--- config.mk ---
export PLATFORM = sky130hd
export DESIGN_NAME = cg_domain_sequencer
export DESIGN_NICKNAME = d
export VERILOG_FILES = /design/src/rtl/cg_seq_pkg.sv /design/src/rtl/cg_cfg_reg.sv /design/src/rtl/cg_release_arb.sv /design/src/rtl/cg_fall_stage.sv /design/src/rtl/cg_domain_sequencer.sv
export SDC_FILE = /design/constraint.sdc
export NUM_CORES = 1
export LEC_CHECK = 0
export ABC_AREA = 1
export BUFFER_PORTS_ARGS = -buffer_cell sky130_fd_sc_hd__buf_2
export CORE_MARGIN = 2
export CORE_UTILIZATION = 53
export CTS_BUF_LIST = sky130_fd_sc_hd__clkbuf_2 sky130_fd_sc_hd__clkbuf_4 sky130_fd_sc_hd__clkbuf_8
export DETAILED_ROUTE_END_ITERATION = 10
export PLACE_DENSITY_LB_ADDON = 0.2
export SYNTH_ARGS = -nofsm -noshare
export SYNTH_HDL_FRONTEND = slang
export SYNTH_SLANG_ARGS = --single-unit
--- constraint.sdc ---
create_clock -name clk -period 1.92 [get_ports clk]
set_clock_uncertainty 0.05 [all_clocks]
set_input_delay 0.576 -clock clk [delete_from_list [all_inputs] [get_ports clk]]
set_output_delay 0.576 -clock clk [all_outputs]
set_load 0.02 [all_outputs]
--- src/rtl/cg_seq_pkg.sv ---
`timescale 1ns/1ps
package cg_seq_pkg;
  localparam int DEF_DYN_DOMS = 3;
  localparam int DEF_STA_DOMS = 5;

  typedef enum logic {
    VIEW_CFG = 1'b0,
    VIEW_EN  = 1'b1
  } rd_view_e;
endpackage

--- src/rtl/cg_cfg_reg.sv ---
`timescale 1ns/1ps
module cg_cfg_reg #(
  parameter int W = 8
) (
  input  logic         clk,
  input  logic         rst,
  input  logic         wr,
  input  logic [W-1:0] wdata,
  output logic [W-1:0] cfg_nxt,
  output logic [W-1:0] cfg_q
);
  // Value that the rising edge is about to store; the arbiter uses it so a
  // write acts at its own edge.
  always_comb cfg_nxt = wr ? wdata : cfg_q;

  always_ff @(posedge clk) begin
    if (rst) cfg_q <= '0;
    else     cfg_q <= cfg_nxt;
  end

  // with no strobe the stored word holds
  assert_hold_R9: assert property (@(posedge clk) disable iff (rst)
    !wr |=> (cfg_q == $past(cfg_q)));
endmodule

--- src/rtl/cg_release_arb.sv ---
`timescale 1ns/1ps
module cg_release_arb #(
  parameter int W = 8
) (
  input  logic         clk,
  input  logic         rst,
  input  logic [W-1:0] cfg_nxt,
  input  logic [W-1:0] cfg_q,
  output logic [W-1:0] grant_nxt,
  output logic [W-1:0] grant_q,
  output logic         busy_q
);
  localparam logic [W-1:0] ONE = {{(W-1){1'b0}}, 1'b1};

  logic [W-1:0] pending;
  logic [W-1:0] pick;

  always_comb begin
    pending   = cfg_nxt & ~grant_q;
    pick      = pending & (~pending + ONE);   // isolate lowest outstanding domain
    grant_nxt = (grant_q & cfg_nxt) | pick;   // drops act at once, one add per edge
  end

  always_ff @(posedge clk) begin
    if (rst) begin
      grant_q <= '0;
      busy_q  <= 1'b0;
    end else begin
      grant_q <= grant_nxt;
      busy_q  <= |(cfg_nxt & ~grant_nxt);
    end
  end

  // no grant without a configuration bit
  assert_subset_R2: assert property (@(posedge clk) disable iff (rst)
    (grant_q & ~cfg_q) == '0);
  // at most one new grant per rising edge
  assert_one_release_R3: assert property (@(posedge clk) disable iff (rst)
    $countones(grant_q & ~$past(grant_q)) <= 1);
  // a cleared bit loses its grant at the write edge
  assert_off_now_R4: assert property (@(posedge clk) disable iff (rst)
    1'b1 |=> ((grant_q & ~$past(cfg_nxt)) == '0));
  // nothing below a new grant is left outstanding
  assert_lowest_first_R5: assert property (@(posedge clk) disable iff (rst)
    (cfg_q & ~grant_q & ((grant_q & ~$past(grant_q)) - ONE)) == '0);
  // busy exactly while the grants lag the configuration
  assert_busy_clear_R6: assert property (@(posedge clk) disable iff (rst)
    !busy_q |-> (grant_q == cfg_q));
  assert_busy_set_R6: assert property (@(posedge clk) disable iff (rst)
    busy_q |-> (grant_q != cfg_q));
endmodule

--- src/rtl/cg_fall_stage.sv ---
`timescale 1ns/1ps
module cg_fall_stage #(
  parameter int W = 8
) (
  input  logic         clk,
  input  logic         rst,
  input  logic [W-1:0] d,
  output logic [W-1:0] q
);
  for (genvar i = 0; i < W; i++) begin : g_bit
    always_ff @(negedge clk) begin
      if (rst) q[i] <= 1'b0;
      else     q[i] <= d[i];
    end
  end

  // during the high phase the pins hold what the low phase captured
  assert_en_tracks_R7: assert property (@(posedge clk) disable iff (rst)
    q == d);
endmodule

--- src/rtl/cg_domain_sequencer.sv ---
`timescale 1ns/1ps
module cg_domain_sequencer
  import cg_seq_pkg::*;
#(
  parameter int DYN_DOMS = DEF_DYN_DOMS,
  parameter int STA_DOMS = DEF_STA_DOMS
) (
  input  logic                         clk,
  input  logic                         rst,
  input  logic                         cfg_wr,
  input  logic [DYN_DOMS+STA_DOMS-1:0] cfg_wdata,
  input  logic                         rd_sel,
  output logic [DYN_DOMS+STA_DOMS-1:0] rd_data,
  output logic                         busy,
  output logic [DYN_DOMS-1:0]          dyn_en,
  output logic [STA_DOMS-1:0]          sta_en
);
  localparam int DOMS = DYN_DOMS + STA_DOMS;

  logic [DOMS-1:0] cfg_nxt, cfg_q, grant_nxt, grant_q, en_q;

  cg_cfg_reg #(.W(DOMS)) u_cfg (
    .clk(clk), .rst(rst), .wr(cfg_wr), .wdata(cfg_wdata),
    .cfg_nxt(cfg_nxt), .cfg_q(cfg_q)
  );

  cg_release_arb #(.W(DOMS)) u_arb (
    .clk(clk), .rst(rst), .cfg_nxt(cfg_nxt), .cfg_q(cfg_q),
    .grant_nxt(grant_nxt), .grant_q(grant_q), .busy_q(busy)
  );

  cg_fall_stage #(.W(DOMS)) u_fall (
    .clk(clk), .rst(rst), .d(grant_q), .q(en_q)
  );

  always_ff @(posedge clk) begin
    if (rst)                  rd_data <= '0;
    else if (rd_sel == VIEW_EN) rd_data <= grant_nxt;
    else                      rd_data <= cfg_nxt;
  end

  assign dyn_en = en_q[DYN_DOMS-1:0];
  assign sta_en = en_q[DOMS-1:DYN_DOMS];

  // readback of the configuration view follows the stored word
  assert_readback_R8: assert property (@(posedge clk) disable iff (rst)
    (rd_sel == VIEW_CFG) |=> (rd_data == cfg_q));
endmodule

==> flow_summary.ini <==
[placement]
gp_congestion = 0.808
dp_hpwl_um = 1690
portBuffers = 28

[logic_synthesis]
post-synth-top-count-cell = dfxtp_1
yosys-top-cells-count = dfxtp_1, inv_1, nand2_1
synth_area_um2 = 1230
synthFlopType = dfxtp_1
synth_top_area_cell = dfxtp_1
yosysWarnings = 0
syn-num-nets = 162
synth_top_area_share_pct = 53.7
synth_cells = 150
avgSynthCellArea_um2 = 8.21
synth.distinct_cells = 24
ys_seq_area_share_pct = 53.7
synth_enable_flop_cells = 0
synth_seq_cells = 33
synth_area_leaders = dfxtp_1, inv_1, nand2_1
async_flop_share_pct = 0

[clock_network]
cts.sinks = 33
post_cts_buffers = 0
cts_made_buffers = 5
cts.path.max_buffers = 2
cts_tree = done
root_buffer = clkbuf_4
h-tree-depth = 2
clock_latency_ns = 0.34
path_clk_slew_ns = 0.10

[global_routing]
grt_max_degree = 15
grt_pass1_wl_um = 3950
grt_use_met3_pct = 8.86
use_met2_pct = 34.4
grt_overflow_total = 0
track_usage_pct = 21.0
grt_pass1_vias = 943
antenna_found_initial = 0
grt_util_met1_pct = 22.7
gr-max-usage-layer = met2

[hold_path]
hold_class = reg -> reg

[layout]
nets = 205
area_growth_pct = 29.0
fillCellCount = 172
drive_above_1_share_pct = 32.0
antennaDiodeCount = 0

[floorplan]
rows = 17
dieArea_um2 = 2720
start_util_pct = 55.7
die_x_um = 52.2
core_area_um2 = 2210
die_y_um = 52.2
ios = 29

[worst_setup_path]
cpPeakStageDelay_ns = 0.31
critPathBufInv = 1
slowest_stage = dfxtp_2
crit_arrival_ns = 1.79
critPathRequiredTime_ns = 1.29
path_class = reg -> out
cp-start-kind = flop
cp_max_fo = 1
regToRegSetupSlack_ns = 0.30
path_cells = buf_6
end_kind = output pin
critical_path.top_delay_family = flip-flops

[drt]
routed_wl_um = 2270
drc = 0
routed-via-count = 1012
dr.pass1.iters = 4
ant_nets = 0
vias_per_cell = 4.56
wl_per_cell_um = 10.2
initialDrtViolationCount = 46

[pwr]
power_density_nw_per_um2 = 958
fin_total_pwr_w = 0.00152
vdd_drop_max_mv = 0.947
p_leak_nw = 0.873

[timing]
grt_setup_unrepaired = true
fin_ws_ns = -0.495
relSlewSlack_pct = 81.7
setup_viol = 8
max_slew.worst_pin.slew_ns = 0.267
setup_tns_ns = -3.80
slew_violations = 0
hold_viol_final = 0

[flow_run]
cap_viol_max_count = 0

[status]
violations = negative setup slack
outcome = finished with violations
-- stage by stage --
| stage | std cells | instance area, µm² | hold slack (ns) | util [%] | setup WS [ns] |
|---|---|---|---|---|---|
| finish | 222 | 1590 | 0.460 | 71.8 | -0.495 |
| global route | 222 | 1590 | 0.482 | 71.8 | -0.538 |
| CTS | 222 | 1590 | 0.466 | 71.8 | -0.510 |
| detailed placement | 207 | 1430 | 0.443 | 64.5 | -0.131 |
| global placement | 207 | 1430 | 0.426 | 64.5 | -0.101 |
| floorplan | 150 | 1270 | 0.409 | - | -0.0546 |
-- placed cells by master, fill, tap and decap left out, types with 2 or more instances in the layout --
cell type | synthesis | final
mux2i_1 | 2 | 2
nand2_1 | 27 | 27
buf_2 | 0 | 20
nor2_1 | 18 | 18
inv_1 | 30 | 37
a21oi_1 | 5 | 5
nand2_2 | 7 | 7
nand3_2 | 3 | 3
a21boi_1 | 2 | 2
nand3_1 | 7 | 7
buf_6 | 1 | 8
clkbuf_4 | 0 | 5
o21ai_0 | 2 | 2
inv_6 | 1 | 2
buf_4 | 0 | 4
dfxtp_2 | 0 | 8
a31oi_1 | 2 | 2
dfxtp_1 | 33 | 25
-- power breakdown --
group	internal (W)	switching, W	total, W
logic	0.0000747	0.000130	0.000205
clock network	0.000299	0.000286	0.000585
registers	0.000722	0.00000978	0.000732
-- layout make-up --
class / count / area [µm²] / share of cell area [%]
Clock buffer: 5 / 37.5 / 2.36
Tap cell: 28 / 35.0 / 2.21
Multi-Input combinational cell: 82 / 427 / 26.9
Clock inverter: 11 / 76.3 / 4.81
Inverter: 31 / 121 / 7.64
Sequential cell: 33 / 671 / 42.2
Timing Repair Buffer: 32 / 220 / 13.9
-- registers in the layout, indices dropped and copies added (netlist names) --
name	flops
u_cfg.cfg_q	8
rd_data	8
u_fall.q	8
u_arb.grant_q	8
u_arb.busy_q	1
-- cells by family (layout without fill, tap and decap cells) --
kind of cell           count (synthesis)  in the layout  synth area share, %
muxes                                  2              2                 1.63
buffers and inverters                 35             79                 11.7
AOI/OAI and AO/OA                     16             16                 7.93
DFF                                   33             33                 53.7
and+or+nand+nor                       64             64                 25.1
-- metal layers --
layer / wire length [µm] / part of all wire, % / vias up
met4: 55 / 2.4 / 0
li1: - / - / 538
met2: 1110 / 49 / 34
met1: 948 / 42 / 435
met3: 158 / 7.0 / 5
met5: 0 / 0 / -
-- worst paths after layout --
| path | from | end | cells past startpoint |
|---|---|---|---|
| worst max-delay path | u_fall.q[7] | sta_en[4] | 1 |
| worst max register to register | u_arb.grant_q[6] | u_fall.q[6] | 2 |
| worst min-delay path | u_cfg.cfg_q[4] | u_cfg.cfg_q[4] | 2 |
| worst min register to register | u_cfg.cfg_q[4] | u_cfg.cfg_q[4] | 2 |
-- timing repair --
action | 4_1_cts | 5_1_grt
gates resized for setup | 16 | 0
setup endpoints to repair | 8 | 8
hold buffers | 0 | 0
(Power assumes the default switching activity.)
